File: src/rtl/nmi_ctrl_pkg.sv
package nmi_ctrl_pkg;

  typedef enum logic [1:0] {
    TRIG_LVL_LOW   = 2'd0,
    TRIG_EDGE_FALL = 2'd1,
    TRIG_LVL_HIGH  = 2'd2,
    TRIG_EDGE_RISE = 2'd3
  } trig_mode_e;

  typedef enum logic [1:0] {
    MAP_WIDE    = 2'd0,
    MAP_PACKED  = 2'd1,
    MAP_SWAPPED = 2'd2
  } reg_map_e;

  // Offset helpers, one per register
  function automatic int ctrl_offset(reg_map_e m);
    return (m == MAP_WIDE) ? 0 : 0;
  endfunction

  function automatic int pend_offset(reg_map_e m);
    return (m == MAP_SWAPPED) ? 8 : 4;
  endfunction

  function automatic int enable_offset(reg_map_e m);
    case (m)
      MAP_WIDE:    return 52;
      MAP_PACKED:  return 8;
      default:     return 4;
    endcase
  endfunction

  // Bit 0 of the code marks an edge mode, bit 1 gives the active/target level
  function automatic logic mode_is_edge(trig_mode_e m);
    return m[0];
  endfunction

  function automatic logic mode_level(trig_mode_e m);
    return m[1];
  endfunction

  function automatic logic trigger_hit(trig_mode_e m, logic cur, logic prev);
    if (mode_is_edge(m))
      return (cur == mode_level(m)) && (prev != mode_level(m));
    return cur == mode_level(m);
  endfunction

endpackage

File: src/rtl/nmi_sync.sv
module nmi_sync #(
  parameter int STAGES = 2
) (
  input  logic clk,
  input  logic rst_n,
  input  logic din,
  output logic dout
);
  logic [STAGES-1:0] stage_q;

  generate
    if (STAGES == 1) begin : g_single
      always_ff @(posedge clk) begin
        if (!rst_n) stage_q <= '0;
        else        stage_q <= din;
      end
    end else begin : g_chain
      always_ff @(posedge clk) begin
        if (!rst_n) stage_q <= '0;
        else        stage_q <= {stage_q[STAGES-2:0], din};
      end
    end
  endgenerate

  assign dout = stage_q[STAGES-1];
endmodule

File: src/rtl/nmi_detect.sv
module nmi_detect
  import nmi_ctrl_pkg::*;
(
  input  logic       clk,
  input  logic       rst_n,
  input  logic       sync_in,
  input  trig_mode_e mode,
  input  logic       clr_req,
  output logic       pend_q,
  output logic       set_evt
);
  logic prev_q;

  // prev_q tracks the line independently of the mode, so a mode change cannot fake an edge
  always_ff @(posedge clk) begin
    if (!rst_n) prev_q <= 1'b0;
    else        prev_q <= sync_in;
  end

  assign set_evt = trigger_hit(mode, sync_in, prev_q);

  always_ff @(posedge clk) begin
    if (!rst_n)       pend_q <= 1'b0;
    else if (set_evt) pend_q <= 1'b1;
    else if (clr_req) pend_q <= 1'b0;
  end


  pend_clr_chk: assert property (@(posedge clk) disable iff (!rst_n)
    clr_req && !set_evt |=> !pend_q);


  pend_hold_chk: assert property (@(posedge clk) disable iff (!rst_n)
    pend_q && !clr_req |=> pend_q);


  lvl_set_chk: assert property (@(posedge clk) disable iff (!rst_n)
    !mode[0] && (sync_in == mode[1]) |=> pend_q);


  no_fake_edge_chk: assert property (@(posedge clk) disable iff (!rst_n)
    mode[0] && (sync_in == prev_q) && !clr_req |=> pend_q == $past(pend_q));
endmodule

File: src/rtl/nmi_ctrl_regs.sv
module nmi_ctrl_regs
  import nmi_ctrl_pkg::*;
#(
  parameter reg_map_e MAP    = MAP_PACKED,
  parameter int       ADDR_W = 8,
  parameter int       DATA_W = 32
) (
  input  logic              clk,
  input  logic              rst_n,
  input  logic              bus_wr,
  input  logic              bus_rd,
  input  logic [ADDR_W-1:0] bus_addr,
  input  logic [DATA_W-1:0] bus_wdata,
  output logic [DATA_W-1:0] bus_rdata,
  input  logic              pend_q,
  output logic [DATA_W-1:0] ctrl_q,
  output logic              en_q,
  output logic              clr_req
);
  localparam logic [ADDR_W-1:0] CTRL_A = ADDR_W'(ctrl_offset(MAP));
  localparam logic [ADDR_W-1:0] PEND_A = ADDR_W'(pend_offset(MAP));
  localparam logic [ADDR_W-1:0] EN_A   = ADDR_W'(enable_offset(MAP));

  logic hit_ctrl, hit_pend, hit_en;
  assign hit_ctrl = (bus_addr == CTRL_A);
  assign hit_pend = (bus_addr == PEND_A);
  assign hit_en   = (bus_addr == EN_A);

  always_ff @(posedge clk) begin
    if (!rst_n) begin
      ctrl_q <= '0;
      en_q   <= 1'b0;
    end else if (bus_wr) begin
      if (hit_ctrl) ctrl_q <= bus_wdata;
      if (hit_en)   en_q   <= bus_wdata[0];
    end
  end

  assign clr_req = bus_wr && hit_pend && bus_wdata[0];

  always_comb begin
    bus_rdata = '0;
    if (bus_rd) begin
      if (hit_ctrl)      bus_rdata = ctrl_q;
      else if (hit_pend) bus_rdata = DATA_W'(pend_q);
      else if (hit_en)   bus_rdata = DATA_W'(en_q);
    end
  end


  en_store_chk: assert property (@(posedge clk) disable iff (!rst_n)
    bus_wr && hit_en |=> en_q == $past(bus_wdata[0]));


  ctrl_keep_chk: assert property (@(posedge clk) disable iff (!rst_n)
    !(bus_wr && hit_ctrl) |=> $stable(ctrl_q));
endmodule

File: src/rtl/nmi_line_ctrl.sv
module nmi_line_ctrl
  import nmi_ctrl_pkg::*;
#(
  parameter reg_map_e MAP         = MAP_PACKED,
  parameter int       ADDR_W      = 8,
  parameter int       DATA_W      = 32,
  parameter int       SYNC_STAGES = 2
) (
  input  logic              clk,
  input  logic              rst_n,
  input  logic              bus_wr,
  input  logic              bus_rd,
  input  logic [ADDR_W-1:0] bus_addr,
  input  logic [DATA_W-1:0] bus_wdata,
  output logic [DATA_W-1:0] bus_rdata,
  input  logic              nmi_in,
  output logic              irq_out
);
  logic [DATA_W-1:0] ctrl_q;
  logic              en_q, clr_req, pend_q, set_evt, line_sync;
  trig_mode_e        mode;

  assign mode = trig_mode_e'(ctrl_q[1:0]);

  nmi_sync #(.STAGES(SYNC_STAGES)) sync_i (
    .clk(clk), .rst_n(rst_n), .din(nmi_in), .dout(line_sync)
  );

  nmi_detect det_i (
    .clk(clk), .rst_n(rst_n), .sync_in(line_sync), .mode(mode),
    .clr_req(clr_req), .pend_q(pend_q), .set_evt(set_evt)
  );

  nmi_ctrl_regs #(.MAP(MAP), .ADDR_W(ADDR_W), .DATA_W(DATA_W)) regs_i (
    .clk(clk), .rst_n(rst_n), .bus_wr(bus_wr), .bus_rd(bus_rd),
    .bus_addr(bus_addr), .bus_wdata(bus_wdata), .bus_rdata(bus_rdata),
    .pend_q(pend_q), .ctrl_q(ctrl_q), .en_q(en_q), .clr_req(clr_req)
  );

  assign irq_out = pend_q && en_q;


  mask_off_chk: assert property (@(posedge clk) disable iff (!rst_n)
    bus_wr && (bus_addr == ADDR_W'(enable_offset(MAP))) && !bus_wdata[0] |=> !irq_out);


  reset_quiet_chk: assert property (@(posedge clk)
    !rst_n |=> !irq_out);
endmodule

File: config.mk
export PLATFORM = sky130hd
export DESIGN_NAME = nmi_line_ctrl
export DESIGN_NICKNAME = d
export VERILOG_FILES = /design/src/rtl/nmi_ctrl_pkg.sv /design/src/rtl/nmi_sync.sv /design/src/rtl/nmi_detect.sv /design/src/rtl/nmi_ctrl_regs.sv /design/src/rtl/nmi_line_ctrl.sv
export SDC_FILE = /design/constraint.sdc
export NUM_CORES = 1
export LEC_CHECK = 0
export ABC_AREA = 0
export ABC_CLOCK_PERIOD_IN_PS = 5600
export BUFFER_PORTS_ARGS = -buffer_cell sky130_fd_sc_hd__buf_2
export CAP_MARGIN = 0
export CORE_UTILIZATION = 51
export DETAILED_ROUTE_END_ITERATION = 8
export GPL_ROUTABILITY_DRIVEN = 0
export PLACE_DENSITY_LB_ADDON = 0.15
export SLEW_MARGIN = 10
export SYNTH_ARGS = -nofsm -noshare
export SYNTH_HDL_FRONTEND = slang
export SYNTH_HIERARCHICAL = 1
export SYNTH_SLANG_ARGS = --single-unit
export TNS_END_PERCENT = 20
File: constraint.sdc
create_clock -name clk -period 5.6 [get_ports clk]
set_input_delay 1.68 -clock clk [delete_from_list [all_inputs] [get_ports clk]]
set_output_delay 1.68 -clock clk [all_outputs]
set_load 0.01 [all_outputs]
==> impl_metrics.prom, run 1 <==
# TYPE chip_impl_metric gauge
chip_impl_metric{name="synth_fp_nets",unit=""} 249
chip_impl_metric{name="power.density_cell_area",unit="mW/mm2"} 206
chip_impl_metric{name="clkSinkCount",unit=""} 37
chip_impl_metric{name="number_of_antenna_violations_at_the_first_check_in_global_routing",unit=""} 0
chip_impl_info{name="tritoncts_clock_tree",value="yes"} 1
chip_impl_metric{name="worst_slew_margin_rel",unit=""} 0.283
chip_impl_metric{name="port-buffer-count",unit=""} 77
chip_impl_metric{name="clk_latency",unit="ps"} 350
chip_impl_metric{name="row_count",unit=""} 21
chip_impl_metric{name="synthesis.area_per_instance",unit="um2"} 8.81
chip_impl_metric{name="worstPathArrival",unit="ps"} 3040
chip_impl_metric{name="leakagePower",unit="nW"} 1.31
chip_impl_metric{name="max_stage_delay",unit="ps"} 420
chip_impl_metric{name="grt.overflow.total",unit=""} 0
chip_impl_metric{name="initial_utilization",unit=""} 0.534
chip_impl_metric{name="detail_route.wl_per_cell",unit="um"} 10.6
chip_impl_metric{name="mappedNetlistArea",unit="mm2"} 0.00180
chip_impl_metric{name="worst_path_max_fanout",unit=""} 31
chip_impl_info{name="endpoint_type_of_the_worst_setup_path",value="output pin"} 1
chip_impl_metric{name="grt_pass1_wl",unit="um"} 5030
chip_impl_metric{name="power.share.switching",unit=""} 0.232
chip_impl_metric{name="drt_iter0_drc",unit=""} 34
chip_impl_info{name="clock_tree.root_cell",value="clkbuf_4"} 1
chip_impl_info{name="rsz0062_at_grt",value="no"} 1
chip_impl_info{name="cpLargestDelayFamily",value="simple AND/OR/NAND/NOR gates"} 1
chip_impl_metric{name="via_per_inst",unit=""} 4.75
chip_impl_metric{name="required",unit="ps"} 3920
chip_impl_info{name="path_common_cell",value="buf_2"} 1
chip_impl_metric{name="finalHoldViolations",unit=""} 0
chip_impl_metric{name="setup-tns-final",unit="ps"} 0
chip_impl_metric{name="cap_viol_max_count",unit=""} 0
chip_impl_metric{name="cts_buffers",unit=""} 5
chip_impl_metric{name="actual_transition_at_the_worst_max_transition_pin",unit="ps"} 1080
chip_impl_metric{name="grt_max_degree",unit=""} 70
chip_impl_metric{name="core_area",unit="mm2"} 0.00336
chip_impl_metric{name="drc_errors",unit=""} 0
chip_impl_metric{name="drtPass1Iterations",unit=""} 4
chip_impl_metric{name="fin_nets",unit=""} 321
chip_impl_metric{name="final_hold_slack",unit="ps"} 453
chip_impl_metric{name="holdBufCountCts",unit=""} 0
chip_impl_metric{name="routed_wl",unit="um"} 3430
chip_impl_info{name="critPathSlowestCell",value="nor4_4"} 1
chip_impl_metric{name="timing.critical_path.depth",unit=""} 6
chip_impl_info{name="min-delay-path-class",value="reg2reg"} 1
chip_impl_metric{name="detailedPlace.worstSlack",unit="ps"} 868
chip_impl_metric{name="seqPwrFrac",unit=""} 0.575
chip_impl_metric{name="num_antenna_cells",unit=""} 0
chip_impl_metric{name="die-area",unit="mm2"} 0.00376
chip_impl_metric{name="ys_warn_count",unit=""} 6
chip_impl_metric{name="cts.path.max_buffers",unit=""} 2
chip_impl_metric{name="critical_path_buf_inv_count",unit=""} 3
chip_impl_info{name="status",value="finished, final reports clean"} 1
chip_impl_metric{name="chip_width",unit="um"} 61.4
chip_impl_metric{name="share_comb_of_total_power",unit=""} 0.077
chip_impl_metric{name="final.setup.worst_slack",unit="ps"} 879
chip_impl_metric{name="ant_nets",unit=""} 0
chip_impl_metric{name="final.min_clock_period",unit="ps"} 4720
chip_impl_info{name="criticalPathCategory",value="in2out"} 1
chip_impl_metric{name="via_count",unit=""} 1534
chip_impl_metric{name="utilization",unit=""} 0.667
chip_impl_metric{name="synth_cells",unit=""} 204
chip_impl_metric{name="grt.total_usage",unit=""} 0.188
chip_impl_info{name="critical_path.startpoint",value="bus_addr[5]"} 1
chip_impl_metric{name="reg2reg_slack",unit="ps"} 4640
chip_impl_metric{name="layout_worst_path_cycle_share",unit=""} 0.843
chip_impl_metric{name="part_of_the_total_power_dissipated_in_the_clock_network",unit=""} 0.349
chip_impl_metric{name="clock_tree_skew_after_final_layout",unit="ps"} 10.0
chip_impl_metric{name="fmax",unit="MHz"} 212
chip_impl_info{name="worst_setup_path_endpoint",value="bus_rdata[23]"} 1
chip_impl_metric{name="cts.reportedPaths.clkPinSlew",unit="ps"} 110
chip_impl_info{name="crit_path_cell_trace",value="buf_2, nor4_4, and4b_1, buf_4, and2_2, buf_2"} 1
chip_impl_metric{name="timing_max_transition_violations_final",unit=""} 0
chip_impl_metric{name="peakVddDrop",unit="V"} 0.000152
chip_impl_metric{name="post_route_cells_drive_above_1_share",unit=""} 0.390
chip_impl_metric{name="post_cts_resize_count",unit=""} 0
chip_impl_metric{name="via_count_of_the_first_global_routing_pass",unit=""} 1213
chip_impl_metric{name="cell_internal_pwr",unit="uW"} 355
chip_impl_metric{name="area_delta_synth_final",unit="%"} 24.8
chip_impl_metric{name="hpwl",unit="um"} 2310
chip_impl_metric{name="total_switching_power",unit="uW"} 107
chip_impl_metric{name="cts.repair_timing.setup_buffer_count",unit=""} 0
chip_impl_metric{name="setup-violations-final",unit=""} 0
chip_impl_metric{name="reg2reg_path_depth",unit=""} 3
chip_impl_info{name="reg2reg_to",value="det_i/pend_q"} 1
chip_impl_info{name="r2r-start",value="regs_i/ctrl_q[0]"} 1
chip_impl_metric{name="htree_num_levels",unit=""} 2
chip_impl_metric{name="io-pin-count",unit=""} 78
chip_impl_info{name="worst_setup_path_start_kind",value="input pin"} 1
chip_impl_metric{name="floorplan.die.height",unit="um"} 61.4
-- worst min-delay path by stage --
stage                              to         startpoint  slack [ps]  cells after the start
floorplan           sync_i/stage_q[1]  sync_i/stage_q[0]         410                      1
global placement    sync_i/stage_q[1]  sync_i/stage_q[0]         430                      1
detailed placement  sync_i/stage_q[1]  sync_i/stage_q[0]         420                      1
CTS                 sync_i/stage_q[1]  sync_i/stage_q[0]         460                      1
global route        regs_i/ctrl_q[17]  regs_i/ctrl_q[17]         480                      2
finish              sync_i/stage_q[1]  sync_i/stage_q[0]         450                      1
-- flip-flops by register name, summed over array words and instances (netlist names) --
name / flops
regs_i/ctrl_q: 32
det_i/pend_q: 1
det_i/prev_q: 1
sync_i/stage_q: 2
regs_i/en_q: 1
-- power by group through the flow --
stage	Sequential (mW)	Combinational, mW	Clock [mW]
2_1_floorplan	0.271	0.0164	0
3_3_place_gp	0.271	0.0352	0
3_5_place_dp	0.271	0.0355	0
4_1_cts	0.266	0.0357	0.166
5_1_grt	0.266	0.0394	0.176
6_report	0.265	0.0353	0.161
-- area by class of cell --
type,count,area [um2]
tap,46,57.6
multi-input combinational,153,977
clock buffer,7,65.1
timing repair buffer,78,393
sequential,37,741
fill,318,1120
inverter,1,3.75
clock inverter,1,5.00
-- worst register-to-register path, stage by stage (launching register included) --
cell and delay [ps]:
dfxtp_1 400, nor2b_1 140, nor3_1 50, o31a_1 270
-- metal layers --
| layer | wire length, um | vias up | GRT usage |
|---|---|---|---|
| met5 | 0 | - | 0 |
| met4 | 18 | 0 | 0.0762 |
| met3 | 267 | 2 | 0.0987 |
| met2 | 1590 | 49 | 0.311 |
| met1 | 1560 | 682 | 0.205 |
| li1 | - | 801 | - |
-- per-stage QoR --
step / std cells / instance area (um2) / total power, mW
4_1_cts: 323 / 2240 / 0.467
6_report: 323 / 2240 / 0.462
3_5_place_dp: 315 / 2170 / 0.307
5_1_grt: 323 / 2240 / 0.481
2_1_floorplan: 204 / 1800 / 0.288
3_3_place_gp: 315 / 2170 / 0.307
-- layout by cell type (no fill, tap or decap), types with 2 or more instances in the layout --
master	n
and2_1	16
and2_2	19
buf_2	77
clkbuf_4	5
clkbuf_8	2
dfxtp_1	37
mux2i_1	33
nand2_1	68
nor2_1	2
nor2b_1	3
Note: power is estimated with default switching activity, not from simulation.
==> inputs of run 2 (changes only) <==
Settings changed: ABC_CLOCK_PERIOD_IN_PS 5600 to 4200, CORE_UTILIZATION 51 to 42.
Clock period 5.6 ns to 4.2 ns, I/O delays scaled along.
==> run 2 against run 1 <==
  * Utilization is 10 points lower
  * Cell count is 1.5% higher
  * Sequential power is 34% higher
  * Global-route usage is 1.6 points lower
  * Combinational power is 34% higher
  * Clock power is 58% higher
  * Flip-flop and latch count stayed put
  * Count of clock-buffer cells in the layout is 1 lower
  * Via count is 2.3% lower
  * First-iteration DRC count is 100% higher
  * Die area is 21% higher
==> impl_metrics.prom, run 2 (synthesis gave the netlist of run 1 again) <==
# TYPE chip_impl_metric gauge
chip_impl_info{name="status",value="finished, final reports clean"} 1
chip_impl_metric{name="core_area",unit="mm2"} 0.00406
chip_impl_metric{name="hpwl",unit="um"} 2500
chip_impl_info{name="rsz0062_at_grt",value="no"} 1
chip_impl_metric{name="final_cell_area",unit="mm2"} 0.00228
chip_impl_metric{name="setup-violations-final",unit=""} 0
chip_impl_metric{name="filler_cell_count",unit=""} 410
chip_impl_info{name="grt-busiest-layer",value="met2"} 1
chip_impl_metric{name="finalHoldViolations",unit=""} 0
chip_impl_metric{name="clk_latency",unit="ps"} 280
chip_impl_metric{name="row_count",unit=""} 23
chip_impl_metric{name="post_cts_resize_count",unit=""} 0
chip_impl_metric{name="clkSinkCount",unit=""} 37
chip_impl_metric{name="worstPathArrival",unit="ps"} 2580
chip_impl_metric{name="grt.overflow.total",unit=""} 0
chip_impl_metric{name="final.min_clock_period",unit="ps"} 3840
chip_impl_metric{name="grtUsageMet1",unit=""} 0.207
chip_impl_metric{name="die-area",unit="mm2"} 0.00454
chip_impl_metric{name="actual_transition_at_the_worst_max_transition_pin",unit="ps"} 1080
chip_impl_metric{name="number_of_antenna_violations_at_the_first_check_in_global_routing",unit=""} 0
chip_impl_info{name="tritoncts_clock_tree",value="yes"} 1
chip_impl_metric{name="worst_slew_margin_rel",unit=""} 0.277
chip_impl_metric{name="area.sequential",unit="um2"} 741
chip_impl_metric{name="fmax",unit="MHz"} 260
chip_impl_metric{name="power.density_cell_area",unit="mW/mm2"} 287
chip_impl_metric{name="drtPass1Iterations",unit=""} 4
chip_impl_info{name="largest_register",value="regs_i/ctrl_q"} 1
chip_impl_metric{name="leakagePower",unit="nW"} 1.33
chip_impl_metric{name="setup-tns-final",unit="ps"} 0
chip_impl_metric{name="grt.met2_usage",unit=""} 0.284
chip_impl_metric{name="port-buffer-count",unit=""} 77
chip_impl_metric{name="via_count",unit=""} 1498
chip_impl_metric{name="post_route_cells_drive_above_1_share",unit=""} 0.392
chip_impl_info{name="hp-start",value="sync_i/stage_q[0]"} 1
chip_impl_metric{name="drt_iter0_drc",unit=""} 68
chip_impl_info{name="critical_path.startpoint",value="bus_addr[5]"} 1
chip_impl_info{name="endpoint_type_of_the_worst_setup_path",value="output pin"} 1
chip_impl_metric{name="power",unit="uW"} 655
chip_impl_metric{name="area_delta_synth_final",unit="%"} 27.0
chip_impl_metric{name="worst_path_max_fanout",unit=""} 16
chip_impl_metric{name="htree_num_levels",unit=""} 2
chip_impl_metric{name="detail_route.wl_per_cell",unit="um"} 11.0
chip_impl_info{name="r2r-start",value="regs_i/ctrl_q[0]"} 1
chip_impl_metric{name="final_hold_slack",unit="ps"} 441
chip_impl_metric{name="cts.reportedPaths.clkPinSlew",unit="ps"} 60
chip_impl_info{name="largest_registers",value="regs_i/ctrl_q (32), sync_i/stage_q (2)"} 1
chip_impl_metric{name="reg2reg_slack",unit="ps"} 3260
chip_impl_metric{name="drc_errors",unit=""} 0
chip_impl_metric{name="multiInputGateArea",unit="um2"} 977
chip_impl_metric{name="cts.repair_timing.setup_buffer_count",unit=""} 0
chip_impl_info{name="clock_tree.root_cell",value="clkbuf_8"} 1
chip_impl_metric{name="grt_pass1_wl",unit="um"} 5890
chip_impl_metric{name="num_antenna_cells",unit=""} 0
chip_impl_metric{name="required",unit="ps"} 2940
chip_impl_metric{name="timing_max_transition_violations_final",unit=""} 0
chip_impl_metric{name="grt.total_usage",unit=""} 0.173
chip_impl_metric{name="cts.path.max_buffers",unit=""} 2
chip_impl_metric{name="io-pin-count",unit=""} 78
chip_impl_metric{name="largest_reg_flops",unit=""} 32
chip_impl_metric{name="cts_buffers",unit=""} 5
chip_impl_info{name="worst_setup_path_start_kind",value="input pin"} 1
chip_impl_info{name="mostFrequentLayoutCells",value="buf_2, nand2_1, dfxtp_1"} 1
chip_impl_metric{name="holdBufCountCts",unit=""} 0
chip_impl_metric{name="grt_max_degree",unit=""} 70
chip_impl_metric{name="layout_worst_path_cycle_share",unit=""} 0.915
chip_impl_metric{name="fin_nets",unit=""} 322
chip_impl_info{name="criticalPathCategory",value="in2out"} 1
chip_impl_metric{name="peakVddDrop",unit="V"} 0.000180
chip_impl_metric{name="ant_nets",unit=""} 0
chip_impl_metric{name="via_count_of_the_first_global_routing_pass",unit=""} 1366
chip_impl_metric{name="cap_viol_max_count",unit=""} 0
chip_impl_metric{name="chip_width",unit="um"} 67.4
chip_impl_metric{name="initial_utilization",unit=""} 0.443
chip_impl_metric{name="floorplan.die.height",unit="um"} 67.4
chip_impl_info{name="layout.cells.most_common",value="buf_2"} 1
chip_impl_info{name="min-delay-path-class",value="reg2reg"} 1
chip_impl_metric{name="via_per_inst",unit=""} 4.57
chip_impl_metric{name="routed_wl",unit="um"} 3620
chip_impl_metric{name="met3_usage",unit=""} 0.0591
chip_impl_metric{name="postPlaceCellArea",unit="mm2"} 0.00218
chip_impl_metric{name="clock_tree_skew_after_final_layout",unit="ps"} 5.63
==> run 2: final timing paths <==
| path | endpoint | cells past startpoint |
|---|---|---|
| setup reg to reg | det_i/pend_q | 3 |
| hold / removal | sync_i/stage_q[1] | 1 |
| hold reg to reg | sync_i/stage_q[1] | 1 |
| setup / recovery | bus_rdata[3] | 6 |
==> run 2: cell type report <==
type,count,area share
Clock buffer,6,0.0362
Clock inverter,2,0.00603
Inverter,1,0.00165
Multi-Input combinational cell,153,0.428
Sequential cell,37,0.325
Tap cell,50,0.0274
Timing Repair Buffer,79,0.176
==> run 2: per-layer routing <==
metal | wire length [um] | vias up
li1 | - | 801
met1 | 1690 | 648
met2 | 1680 | 47
met3 | 231 | 2
met4 | 23 | 0
met5 | 0 | -
==> run 2: worst max-delay path, stage by stage <==
cell and delay, ps:
buf_2 110, nor4_4 440, and4b_1 300, buf_4 200
and2_2 160, buf_2 120
==> run 2: metrics by stage <==
step,setup WS [ps],instances,util
floorplan,682,204,-
global placement,401,320,0.538
detailed placement,387,320,0.538
CTS,354,328,0.562
global route,274,328,0.562
finish,359,328,0.562
==> run 2: report_power, final <==
part	leakage (nW)	switching (mW)	total, mW	internal (mW)
clock network	0.0512	0.121	0.254	0.133
registers	0.299	0.00114	0.354	0.353
logic	0.976	0.0243	0.0473	0.0230
total	1.33	0.146	0.655	0.509
